### src/rtl/isob_pkg.sv
// Package: shared bit positions of the write status word.
package isob_pkg;
    localparam int WST_W      = 3;
    localparam int WST_ACTIVE = 0;
    localparam int WST_PERR   = 1;
    localparam int WST_OVF    = 2;
endpackage

### src/rtl/isob_side.sv
// One side (writer or reader) of the circular buffer.
// Holds the byte pointer, the in-block byte counter and the busy state,
// and forms the RAM address. Assumes start only when not busy, take only
// when busy, and ADDR_W > PTR_W.
module isob_side #(
    parameter int PTR_W  = 13,
    parameter int ADDR_W = 14,
    parameter int BLK_W  = 9
) (
    input  logic              clk,
    input  logic              rst_n,
    input  logic [ADDR_W-1:0] cfg_base,
    input  logic [PTR_W-1:0]  cfg_depth,
    input  logic [BLK_W-1:0]  cfg_blk,
    input  logic              start,
    input  logic              take,
    input  logic              bump,
    output logic              busy,
    output logic [PTR_W-1:0]  ptr,
    output logic [PTR_W-1:0]  ptr_nxt,
    output logic [ADDR_W-1:0] addr
);
    localparam int PAD_W = ADDR_W - PTR_W;

    logic [BLK_W-1:0] left_q;

    // Next pointer value with wrap at the last buffer byte.
    always_comb begin
        if (ptr == cfg_depth) ptr_nxt = '0;
        else                  ptr_nxt = ptr + 1'b1;
    end

    // RAM address is base plus offset, modulo the RAM size.
    always_comb addr = cfg_base + {{PAD_W{1'b0}}, ptr};

    // Pointer advances on an accepted byte or on a forced push.
    always_ff @(posedge clk) begin
        if (!rst_n)            ptr <= '0;
        else if (take || bump) ptr <= ptr_nxt;
    end

    // Block counter: loaded on start, counts bytes down to the last one.
    always_ff @(posedge clk) begin
        if (!rst_n) begin
            busy   <= 1'b0;
            left_q <= '0;
        end else if (start) begin
            busy   <= 1'b1;
            left_q <= cfg_blk;
        end else if (take) begin
            if (left_q == '0) busy <= 1'b0;
            else              left_q <= left_q - 1'b1;
        end
    end
endmodule

### src/rtl/isob_level.sv
// Fill level of the buffer from the two pointers and the sticky full flag.
// The flag is only consulted when the pointers are equal.
module isob_level #(
    parameter int PTR_W = 13,
    localparam int CNT_W = PTR_W + 1
) (
    input  logic [PTR_W-1:0] cfg_depth,
    input  logic [PTR_W-1:0] wptr,
    input  logic [PTR_W-1:0] rptr,
    input  logic             full_q,
    output logic             ptr_eq,
    output logic [CNT_W-1:0] size,
    output logic [CNT_W-1:0] valid,
    output logic [CNT_W-1:0] free
);
    logic [CNT_W-1:0] wz, rz;

    // Widen the pointers and form the buffer size.
    always_comb begin
        wz     = {1'b0, wptr};
        rz     = {1'b0, rptr};
        size   = {1'b0, cfg_depth} + CNT_W'(1);
        ptr_eq = (wptr == rptr);
    end

    // Valid bytes: modular distance, full flag resolves equality.
    always_comb begin
        if (ptr_eq)          valid = full_q ? size : '0;
        else if (wptr > rptr) valid = wz - rz;
        else                 valid = size - rz + wz;
        free = size - valid;
    end
endmodule

### src/rtl/isob_geom.sv
// Checks the configured geometry: at least three blocks, whole blocks only.
module isob_geom #(
    parameter int PTR_W = 13,
    parameter int BLK_W = 9,
    localparam int CNT_W = PTR_W + 1,
    localparam int PRD_W = CNT_W + 2
) (
    input  logic [CNT_W-1:0] size,
    input  logic [BLK_W-1:0] cfg_blk,
    output logic             cfg_ok
);
    logic [CNT_W-1:0] blk_len;
    logic [PRD_W-1:0] three_blk;
    logic [CNT_W-1:0] rem;

    // Block length, three-block minimum and remainder of the division.
    always_comb begin
        blk_len   = CNT_W'(cfg_blk) + CNT_W'(1);
        three_blk = PRD_W'(blk_len) * PRD_W'(3);
        rem       = size % blk_len;
        cfg_ok    = (PRD_W'(size) >= three_blk) && (rem == '0);
    end
endmodule

### src/rtl/isob_ctrl.sv
// Top: isochronous block-threshold circular buffer controller.
// Grants block starts against the fill level, keeps the sticky full flag,
// handles flow-controlled or overflowing writes and the write status.
// Assumes configuration is static while out of reset.
module isob_ctrl #(
    parameter int PTR_W  = 13,
    parameter int ADDR_W = 14,
    parameter int BLK_W  = 9,
    localparam int CNT_W = PTR_W + 1
) (
    input  logic                      clk,
    input  logic                      rst_n,
    input  logic [ADDR_W-1:0]         cfg_base,
    input  logic [PTR_W-1:0]          cfg_depth,
    input  logic [BLK_W-1:0]          cfg_blk,
    input  logic                      cfg_fce,
    input  logic                      wr_req,
    output logic                      wr_gnt,
    input  logic                      wr_strb,
    output logic [ADDR_W-1:0]         wr_addr,
    input  logic                      rd_req,
    output logic                      rd_gnt,
    input  logic                      rd_strb,
    output logic [ADDR_W-1:0]         rd_addr,
    input  logic                      cmd_err,
    output logic [CNT_W-1:0]          valid_cnt,
    output logic [CNT_W-1:0]          free_cnt,
    output logic                      buf_full,
    output logic [isob_pkg::WST_W-1:0] wr_sts,
    output logic                      rd_active,
    output logic                      cfg_ok
);
    import isob_pkg::*;

    logic             wr_busy, rd_busy;
    logic [PTR_W-1:0] wptr, rptr, wptr_nxt, rptr_nxt;
    logic             full_q, ptr_eq;
    logic [CNT_W-1:0] size, blk_len;
    logic             wr_fits, wr_take, rd_take, push;
    logic             ovf_q, perr_q;

    // Derived block length and the per-cycle decisions.
    always_comb begin
        blk_len = CNT_W'(cfg_blk) + CNT_W'(1);
        wr_fits = (free_cnt >= blk_len);
        wr_gnt  = wr_req && !wr_busy && (wr_fits || !cfg_fce);
        rd_gnt  = rd_req && !rd_busy && (valid_cnt >= blk_len);
        wr_take = wr_strb && wr_busy;
        rd_take = rd_strb && rd_busy && (valid_cnt != '0);
        push    = wr_take && !rd_take && ptr_eq && full_q;
    end

    isob_side #(.PTR_W(PTR_W), .ADDR_W(ADDR_W), .BLK_W(BLK_W)) u_wr (
        .clk(clk), .rst_n(rst_n), .cfg_base(cfg_base), .cfg_depth(cfg_depth),
        .cfg_blk(cfg_blk), .start(wr_gnt), .take(wr_take), .bump(1'b0),
        .busy(wr_busy), .ptr(wptr), .ptr_nxt(wptr_nxt), .addr(wr_addr)
    );

    isob_side #(.PTR_W(PTR_W), .ADDR_W(ADDR_W), .BLK_W(BLK_W)) u_rd (
        .clk(clk), .rst_n(rst_n), .cfg_base(cfg_base), .cfg_depth(cfg_depth),
        .cfg_blk(cfg_blk), .start(rd_gnt), .take(rd_take), .bump(push),
        .busy(rd_busy), .ptr(rptr), .ptr_nxt(rptr_nxt), .addr(rd_addr)
    );

    isob_level #(.PTR_W(PTR_W)) u_lvl (
        .cfg_depth(cfg_depth), .wptr(wptr), .rptr(rptr), .full_q(full_q),
        .ptr_eq(ptr_eq), .size(size), .valid(valid_cnt), .free(free_cnt)
    );

    isob_geom #(.PTR_W(PTR_W), .BLK_W(BLK_W)) u_geom (
        .size(size), .cfg_blk(cfg_blk), .cfg_ok(cfg_ok)
    );

    // Sticky full flag: writer sets on reaching the reader, reader clears.
    always_ff @(posedge clk) begin
        if (!rst_n)
            full_q <= 1'b0;
        else if (wr_take && !rd_take && (wptr_nxt == (push ? rptr_nxt : rptr)))
            full_q <= 1'b1;
        else if (rd_take && !wr_take && (rptr_nxt == wptr))
            full_q <= 1'b0;
    end

    // Sticky status bits: overflow on an unfitting grant, protocol error.
    always_ff @(posedge clk) begin
        if (!rst_n) begin
            ovf_q  <= 1'b0;
            perr_q <= 1'b0;
        end else begin
            if (wr_gnt && !wr_fits) ovf_q  <= 1'b1;
            if (cmd_err)            perr_q <= 1'b1;
        end
    end

    // Status outputs.
    always_comb begin
        wr_sts             = '0;
        wr_sts[WST_ACTIVE] = wr_busy;
        wr_sts[WST_PERR]   = perr_q;
        wr_sts[WST_OVF]    = ovf_q;
        rd_active          = rd_busy;
        buf_full           = ptr_eq && full_q;
    end
endmodule

### config.mk
export PLATFORM = sky130hd
export DESIGN_NAME = isob_ctrl
export DESIGN_NICKNAME = d
export VERILOG_FILES = /design/src/rtl/isob_pkg.sv /design/src/rtl/isob_side.sv /design/src/rtl/isob_level.sv /design/src/rtl/isob_geom.sv /design/src/rtl/isob_ctrl.sv
export SDC_FILE = /design/constraint.sdc
export NUM_CORES = 1
export LEC_CHECK = 0
export ABC_AREA = 1
export BUFFER_PORTS_ARGS = -buffer_cell sky130_fd_sc_hd__buf_2
export CAP_MARGIN = 30
export CORE_MARGIN = 2
export CORE_UTILIZATION = 57
export CTS_CLUSTER_SIZE = 16
export DETAILED_ROUTE_END_ITERATION = 16
export PLACE_DENSITY = 0.82
export SETUP_SLACK_MARGIN = 0.1
export SYNTH_ARGS = -nofsm -noshare
export SYNTH_HDL_FRONTEND = slang
export SYNTH_SLANG_ARGS = --single-unit
### constraint.sdc
create_clock -name clk -period 47.7 [get_ports clk]
set_input_delay 11.925 -clock clk [delete_from_list [all_inputs] [get_ports clk]]
set_output_delay 11.925 -clock clk [all_outputs]
set_load 0.02 [all_outputs]
==> summary.md, run 1 <==
| Metric | Value |
|---|---|
| Outcome | `completed` |
| DRT Wirelength | `44100 µm` |
| Initial DRC Count | `1376` |
| Syn nets | `2272` |
| Prevailing post-synth register cell | `dfxtp_1` |
| Fmax | `21.2 MHz` |
| Post-DP HPWL | `33000 µm` |
| Area Growth Syn to Fin | `20.5%` |
| Global-route wire length before repair | `65400 µm` |
| Nets | `2478` |
| Setup CP Type | `input pin to output pin` |
| Crit-path max cell delay | `0.38 ns` |
| Sequential-to-total area share from yosys stat | `7.63%` |
| Slowest stage cell, crit path | `or3_1` |
| Layout cells sized above 1 | `20.5%` |
| Layout Cells excl Fill | `2480` |
| Total Routing Usage GR | `33.4%` |
| Hold buffer count at cts | `0` |
| Die Wd | `154 µm` |
| Count of buffers from port buffering | `107` |
| Mapped Avg Cell Area | `6.45 µm²` |
| Fin. max-slew vios | `0` |
| Number of distinct library cells after synthesis | `61` |
| Final Critical Period | `47.20 ns` |
| Core area | `22000 µm²` |
| CTS Buf Count | `5` |
| I/O Pins | `108` |
| DRT antenna net count | `0` |
| Worst skew pair latency | `0.30 ns` |
| Critical path's top delay family | `compound AO/OA/AOI/OAI gates` |
| Root Driver | `clkbuf_16` |
| H-tree depth | `2` |
| Vias in the first global route | `13300` |
| Ys async rst share | `0%` |
| Ys Warns | `0` |
| ANT cells | `0` |
| Wire per inst | `17.8 µm` |
| Number of synthesized flops with an enable pin | `0` |
| Placer Congestion | `1.08` |
| Fill count | `1764` |
| Crit Path Max Fanout | `15` |
| Clk_skew | `0.0111 ns` |
| Critical Path End Type | `output pin` |
| Initial antenna violation count | `0` |
| Critical path buffer and inverter count | `20` |
| CP arrival | `35.28 ns` |
| Crit start category | `input pin` |
| Critical Path Most Common Cell | `nand2_2` |
| Max Cap Viol | `0` |
| Worst EP required | `35.78 ns` |
| Crit share post-route | `99.0%` |
| Hold Vio Cnt, Final | `0` |
| RSZ-0062 raised after global routing | `true` |
| Largest net degree at the start of global routing | `37` |
| Clock slew at reported path FFs | `0.07 ns` |
| TritonRoute pass-1 iters | `8` |
| Vias per inst | `5.94` |
| Die footprint | `23800 µm²` |
| Placed cells | `2391` |
| Mapped cell area | `12900 µm²` |
| Worst min path class | `register to register` |
| Cells after Synth | `1994` |
| Max transition margin | `43.1%` |
| Register bit total from synthesis | `49` |
| Grt total ovfl | `0` |
| Register Area | `981 µm²` |
| TritonCTS clock tree | `done` |
| Die Height | `154 µm` |
| Vias | `14700` |
| Starting Density | `58.5%` |
| Residual DRC | `0` |
| Final number of setup-violating endpoints | `0` |
| Max clock buf depth | `2` |
| Rows | `54` |
| Least-Margin Pin Slew | `0.853 ns` |
| # clock sinks | `49` |
| Area of the multi-input gates | `11300 µm²` |
-- tightest hold or removal path: stages (launching register included) --
cell	delay, ns
dfxtp_1	0.31
nand2_1	0.06
a21oi_1	0.06
-- per-stage QoR --
| step | setup TNS [ns] | hold slack [ns] | area, µm² | setup WS (ns) | util, % |
|---|---|---|---|---|---|
| floorplan | 0 | 0.430 | 12900 | 0.162 | - |
| global placement | 0 | 0.436 | 13900 | 0.0759 | 63.2 |
| detailed placement | -1.14 | 0.465 | 13900 | -1.14 | 63.2 |
| CTS | 0 | 0.476 | 14200 | 0.116 | 64.5 |
| global route | -1.03 | 0.504 | 15500 | -1.03 | 70.5 |
| finish | 0 | 0.471 | 15500 | 0.499 | 70.5 |
-- per-layer routing --
metal,vias to the layer above,global-route usage [%],part of all wire (%)
met1,6728,44.6,41
met5,-,0,0
met2,750,53.0,43
met4,0,15.4,5.9
li1,7053,-,-
met3,198,5.18,9.7
-- layout by cell type, fill, tap and decap left out, types with 14 or more instances in the layout --
master,synthesis,final
nand4_1,24,24
xnor2_1,70,70
nand3_1,98,91
or2_2,15,15
nand3_2,12,16
ha_1,216,200
buf_2,8,99
inv_2,18,27
a31oi_1,14,14
a21oi_2,0,14
a21o_1,37,37
a21oi_1,148,133
nand2_1,366,328
xor2_1,108,104
o21ai_1,22,23
nor3_1,28,21
o21ai_0,132,108
o21bai_1,27,22
nand2_2,10,43
nor2_1,149,144
o21ai_2,2,19
dfxtp_1,49,49
ha_4,0,15
buf_4,6,118
fa_1,18,18
inv_1,299,282
-- Yosys cell counts (22+ instances only) --
library cell,number,area [µm²]
o21ai_1,22,110
nor2_1,149,559
dfxtp_1,49,981
nand2_1,366,1370
ha_1,216,2700
o21bai_1,27,203
nor3_1,28,140
o21ai_0,132,661
xnor2_1,70,613
nand4_1,24,150
a21o_1,37,278
xor2_1,108,946
nand3_1,98,490
a21oi_1,148,741
inv_1,299,1120
-- cells by family after synthesis --
group | after synthesis | share of synthesized area [%]
adder cells (fa/ha/maj) | 234 | 23.8
XOR/XNOR | 179 | 12.3
flip-flops | 49 | 7.63
multiplexers | 1 | 0.0779
AO/OA/AOI/OAI | 437 | 19.6
AND/OR/NAND/NOR | 746 | 26.0
buffers and inverters | 348 | 10.5
-- worst paths after layout --
path,startpoint,endpoint,slack [ns],depth (start not counted)
hold / removal,u_rd.left_q[2],u_rd.left_q[2],0.47,2
setup / recovery,cfg_blk[1],cfg_ok,0.50,178
hold reg to reg,u_rd.left_q[2],u_rd.left_q[2],0.47,2
setup reg to reg,u_rd.ptr[7],u_wr.left_q[1],40.45,30
-- layout make-up --
class                   count  area share, %
repair buffers            226           9.59
multi-input cells        1598           72.9
repair inverters            1         0.0323
inverters                 319           7.87
clock inverters             2          0.226
well taps                 280           2.26
clock buffers               5          0.808
flip-flops and latches     49           6.33
-- flip-flops by register name, summed over array words and instances, names as in the netlist --
signal and count:
full_q 1, ovf_q 1, perr_q 1, u_rd.busy 1, u_rd.left_q 9, u_rd.ptr 13, u_wr.busy 1, u_wr.left_q 9
u_wr.ptr 13
-- timing repair --
item                       CTS  global route
pin swaps                    2           141
gates resized for setup     25           199
gates cloned                 0             2
buffers inserted             7            73
setup endpoints to repair    1             1
Power of run 1 is left out: the tool's default activity adds up to more than one toggle a clock period on the data nets, which glitch-free logic cannot reach.
==> run 2, diff against run 1 <==
==> constraint.sdc (replaced) <==
create_clock -name clk -period 47.7 [get_ports clk]
set_input_delay 11.925 -clock clk [delete_from_list [all_inputs] [get_ports clk]]
set_output_delay 11.925 -clock clk [all_outputs]
set_load 0.05 [all_outputs]
==> run 2 against run 1 <==
  * Register-to-register slack gained 0.19 ns
  * Count of clock-buffer cells in the layout did not move
  * Global-route usage is 0.27 points higher
  * Die area stayed put
  * Critical path depth grew 6
  * Flip-flop and latch count unchanged
  * Setup slack worse by 0.44 ns
  * Clock skew shrank 0.0020 ns
  * Via count is 1.4% higher
  * Cell area is 1.2% higher
==> summary.md, run 2 (synthesis results as in run 1) <==
| Metric | Value |
|---|---|
| Placer Congestion | `1.10` |
| Die footprint | `23800 µm²` |
| Crit Path Max Fanout | `9` |
| I/O Pins | `108` |
| Crit start category | `input pin` |
| RSZ-0062 raised after global routing | `true` |
| Fin. max-slew vios | `0` |
| Setup tns final | `0 ns` |
| Fill count | `1713` |
| TritonRoute pass-1 iters | `6` |
| Layout cells sized above 1 | `21.5%` |
| Largest net degree at the start of global routing | `37` |
| ANT cells | `0` |
| Clock slew at reported path FFs | `0.07 ns` |
| Post-DP HPWL | `33400 µm` |
| Register Area | `981 µm²` |
| Largest regs | `u_rd.ptr (13), u_wr.ptr (13)` |
| Dpl ws | `-1.50 ns` |
| Vias in the first global route | `13200` |
| DRT antenna net count | `0` |
| Critical Path Most Common Cell | `nand2_2` |
| Residual DRC | `0` |
| CTS Buf Count | `5` |
| Global-route wire length before repair | `65500 µm` |
| Crit share post-route | `99.9%` |
| Total Routing Usage GR | `33.6%` |
| Clk_skew | `0.00918 ns` |
| Grt total ovfl | `0` |
| Slowest stage cell, crit path | `ha_1` |
| # clock sinks | `49` |
| Max Cap Viol | `0` |
| Hold buffer count at cts | `0` |
| Count of buffers from port buffering | `107` |
| Worst EP required | `35.78 ns` |
| Rows | `54` |
| Vias per inst | `6.00` |
| CP arrival | `35.72 ns` |
| TritonCTS clock tree | `done` |
| Commonest non-fill, non-tap cell in the layout | `nand2_1` |
| Die Height | `154 µm` |
| Least-Margin Pin Slew | `0.830 ns` |
| Starting Density | `58.5%` |
| Outcome | `completed` |
| Initial antenna violation count | `0` |
| Setup CP Type | `input pin to output pin` |
| Vias | `14900` |
| Final number of setup-violating endpoints | `0` |
| Initial DRC Count | `1709` |
| Critical path buffer and inverter count | `24` |
| Final Critical Period | `47.64 ns` |
| Area Growth Syn to Fin | `21.9%` |
| Root Driver | `clkbuf_16` |
| Worst min path class | `register to register` |
| Utilization after layout | `71.4%` |
| Max clock buf depth | `2` |
| Worst skew pair latency | `0.30 ns` |
| Core area | `22000 µm²` |
| Wire per inst | `18.3 µm` |
| Most frequent cells in the layout | `nand2_1, inv_1, ha_1, nor2_1, a21oi_1` |
| Crit-path max cell delay | `0.34 ns` |
| Fmax | `21.0 MHz` |
| Max transition margin | `44.6%` |
| Critical path's top delay family | `compound AO/OA/AOI/OAI gates` |
| Area of the multi-input gates | `11400 µm²` |
| H-tree depth | `2` |
| Die Wd | `154 µm` |
| Hold Vio Cnt, Final | `0` |
| DRT Wirelength | `45600 µm` |
| Final worst slack | `0.0551 ns` |
| Critical Path End Type | `output pin` |
| Nets | `2488` |
## run 2: worst paths after layout
| kind | startpoint | to | slack [ns] | depth (start not counted) |
|---|---|---|---|---|
| worst min register to register | ovf_q | ovf_q | 0.45 | 2 |
| worst max register to register | u_rd.ptr[7] | u_wr.left_q[1] | 40.64 | 30 |
| worst min-delay path | ovf_q | ovf_q | 0.45 | 2 |
| worst max-delay path | cfg_blk[4] | cfg_ok | 0.06 | 184 |
## run 2: worst register-to-register path: cells and delay by family, from the launching register on
family | cells | cell delay [ns]
compound gates | 9 | 1.98
xor+xnor | 1 | 0.18
fa+ha+maj | 3 | 1.00
buf+inv | 7 | 1.41
flops | 1 | 0.66
simple gates | 10 | 1.72
## run 2: layout make-up
type,instances,area share [%]
clock buffers,5,0.798
repair buffers,237,10.2
flip-flops and latches,49,6.26
inverters,319,7.75
well taps,280,2.23
multi-input cells,1598,72.5
clock inverters,3,0.279
## run 2: per-layer routing
layer	vias up	part of all wire, %	track usage [%]
met2	879	45	54.9
li1	7062	-	-
met3	209	9.7	3.03
met5	-	0	0
met4	0	5.9	14.0
met1	6786	39	45.7
## run 2: through the flow
stage               hold WS [ns]  cell area, µm²  instances
floorplan                  0.430           12900       1994
detailed placement         0.441           13900       2387
CTS                        0.453           14200       2409
global route               0.470           15700       2491
finish                     0.455           15700       2491
global placement           0.436           13900       2387
## run 2: repair_timing
item,4_1_cts,5_1_grt
pin swaps,11,139
resized for setup,38,202
gates cloned,0,2
setup endpoints to repair,1,1
setup buffers,14,80
Power of run 2 is left out for the same reason.
==> run 3, diff against run 2 <==
--- a/config.mk
+++ b/config.mk
@@ -6,12 +6,12 @@
 export NUM_CORES = 1
 export LEC_CHECK = 0
 export ABC_AREA = 1
-export BUFFER_PORTS_ARGS = -buffer_cell sky130_fd_sc_hd__buf_2
 export CAP_MARGIN = 30
 export CORE_MARGIN = 2
-export CORE_UTILIZATION = 57
+export CORE_UTILIZATION = 61
 export CTS_CLUSTER_SIZE = 16
 export DETAILED_ROUTE_END_ITERATION = 16
+export DONT_BUFFER_PORTS = 1
 export PLACE_DENSITY = 0.82
 export SETUP_SLACK_MARGIN = 0.1
 export SYNTH_ARGS = -nofsm -noshare
==> run 3 against run 2 <==
  * The run now ends with setup timing left
  * Maximum frequency fell by 0.34%
  * Global-route usage rose by 2.2 points
  * Routed wire length rose by 2.4%
  * Via count fell by 1.3%
==> summary.md, run 3 (synthesis results as in run 1) <==
| Metric | Value |
|---|---|
| Count of buffers from port buffering | `0` |
| Fill count | `1591` |
| Hold buffer count at cts | `0` |
| Commonest non-fill, non-tap cell in the layout | `nand2_1` |
| Layout cells sized above 1 | `16.9%` |
| Initial DRC Count | `1454` |
| CP arrival | `35.88 ns` |
| Least-Margin Pin Slew | `1.05 ns` |
| Die Wd | `149 µm` |
| Rows | `53` |
| I/O Pins | `108` |
| Starting Density | `61.7%` |
| Max transition margin | `29.6%` |
| Crit share post-route | `100%` |
| Largest regs | `u_rd.ptr (13), u_wr.ptr (13)` |
| Placed cells | `2280` |
| FF-to-FF path depth | `33` |
| Most frequent cells in the layout | `nand2_1, inv_1, ha_1, nor2_1, a21oi_1` |
| TritonRoute pass-1 iters | `8` |
| Nets | `2384` |
| Crit-path max cell delay | `0.33 ns` |
| Wire per inst | `19.6 µm` |
| DRT Wirelength | `46700 µm` |
| Hold Path Depth | `2` |
| Placed cell areas | `13400 µm²` |
| Reg2reg setup slack | `39.13 ns` |
| Global-route wire length before repair | `64700 µm` |
| Critical Path End Type | `output pin` |
| Layout Cells excl Fill | `2382` |
| RSZ-0062 raised after global routing | `true` |
| Worst EP required | `35.78 ns` |
| Slowest stage cell, crit path | `ha_1` |
| Die Height | `149 µm` |
| Final number of setup-violating endpoints | `1` |
| Post-DP HPWL | `33200 µm` |
| H-tree depth | `2` |
| Crit Path Max Fanout | `8` |
| Core area | `20800 µm²` |
| Worst skew pair latency | `0.30 ns` |
| Dpl ws | `-1.04 ns` |
| Area of the multi-input gates | `11400 µm²` |
| Total Routing Usage GR | `35.9%` |
| TritonCTS clock tree | `done` |
| Hold_sp | `u_rd.left_q[2]` |
| Setup CP Type | `input pin to output pin` |
| Fin. max-slew vios | `0` |
| Die footprint | `22300 µm²` |
| Area Growth Syn to Fin | `17.8%` |
| Max Cap Viol | `0` |
| Placer Congestion | `1.07` |
| Fmax | `20.9 MHz` |
| Initial antenna violation count | `1` |
| # clock sinks | `49` |
| Vias in the first global route | `13000` |
| Worst reg2reg path endpoint | `u_wr.left_q[1]` |
| Crit start category | `input pin` |
| Largest net degree at the start of global routing | `37` |
| Start of the worst register-to-register path | `u_rd.ptr[7]` |
| Register Area | `981 µm²` |
| DRT antenna net count | `0` |
| Grt total ovfl | `0` |
| Worst min path class | `register to register` |
| CTS Buf Count | `5` |
| Critical Path Most Common Cell | `nand2_1` |
| Vias | `14700` |
| Final worst slack | `-0.108 ns` |
| Post-route cell area | `15100 µm²` |
| Clock slew at reported path FFs | `0.07 ns` |
| Root Driver | `clkbuf_16` |
| Max clock buf depth | `2` |
| ANT cells | `0` |
| Failing checks | `setup timing` |
| Residual DRC | `0` |
| Hold Path Sink | `u_rd.left_q[2]` |
| Outcome | `finished, violations left` |
| Final Critical Period | `47.81 ns` |
| Vias per inst | `6.19` |
| Hold Vio Cnt, Final | `0` |
| Clk_skew | `0.00886 ns` |
[run 3: cell types whose count changed in the layout (fill, tap and decap cells not counted), moves of 4 or more]
cell     previous run  this run
inv_2              34        27
buf_6               3         7
buf_1               0         4
o21ai_4             6        10
buf_2             101         0
ha_4               15        20
buf_4             126       118
nand2_1           325       330
inv_1             279       285
nand2_2            45        39
[run 3: repair_timing]
action                     4_1_cts  5_1_grt
gates resized for setup         30      185
setup buffers                    9       83
setup endpoints to repair        1        1
pin swaps                        6      132
gates cloned                     0        1
[run 3: worst max-delay path by stage]
stage                from     end  depth (start not counted)
2_1_floorplan  cfg_blk[0]  cfg_ok                        188
3_3_place_gp   cfg_blk[0]  cfg_ok                        175
3_5_place_dp   cfg_blk[0]  cfg_ok                        181
4_1_cts        cfg_blk[0]  cfg_ok                        184
5_1_grt        cfg_blk[1]  cfg_ok                        186
6_report       cfg_blk[1]  cfg_ok                        184
[run 3: final cells by class]
type | count | share of cell area (%)
inverter | 319 | 8.03
clock inverter | 3 | 0.306
tap | 275 | 2.27
clock buffer | 5 | 0.827
timing repair buffer | 134 | 7.00
multi-input combinational | 1597 | 75.1
sequential | 49 | 6.48
[run 3: critical path: cells and delay by family]
kind,cells,cell delay (ns)
AO/OA/AOI/OAI,71,10.82
adder cells (fa/ha/maj),14,3.65
buffers and inverters,26,2.24
AND/OR/NAND/NOR,73,7.22
[run 3: stage by stage]
| step | hold slack (ns) | setup TNS [ns] | util [%] |
|---|---|---|---|
| after floorplan | 0.430 | 0 | - |
| after global placement | 0.456 | 0 | 63.8 |
| after detailed placement | 0.465 | -1.04 | 64.2 |
| after CTS | 0.475 | 0 | 65.7 |
| after global routing | 0.505 | -1.28 | 72.7 |
| final | 0.471 | -0.108 | 72.7 |
[run 3: metal layers]
layer / wire length (µm) / global-route usage [%] / share of wire [%] / up-vias
li1: - / - / - / 6873
met3: 5510 / 8.01 / 12 / 224
met2: 20200 / 56.9 / 43 / 929
met5: 13 / 0 / 0.028 / -
met1: 18500 / 48.4 / 40 / 6708
met4: 2370 / 11.4 / 5.1 / 2
Power of run 3 is left out for the same reason.
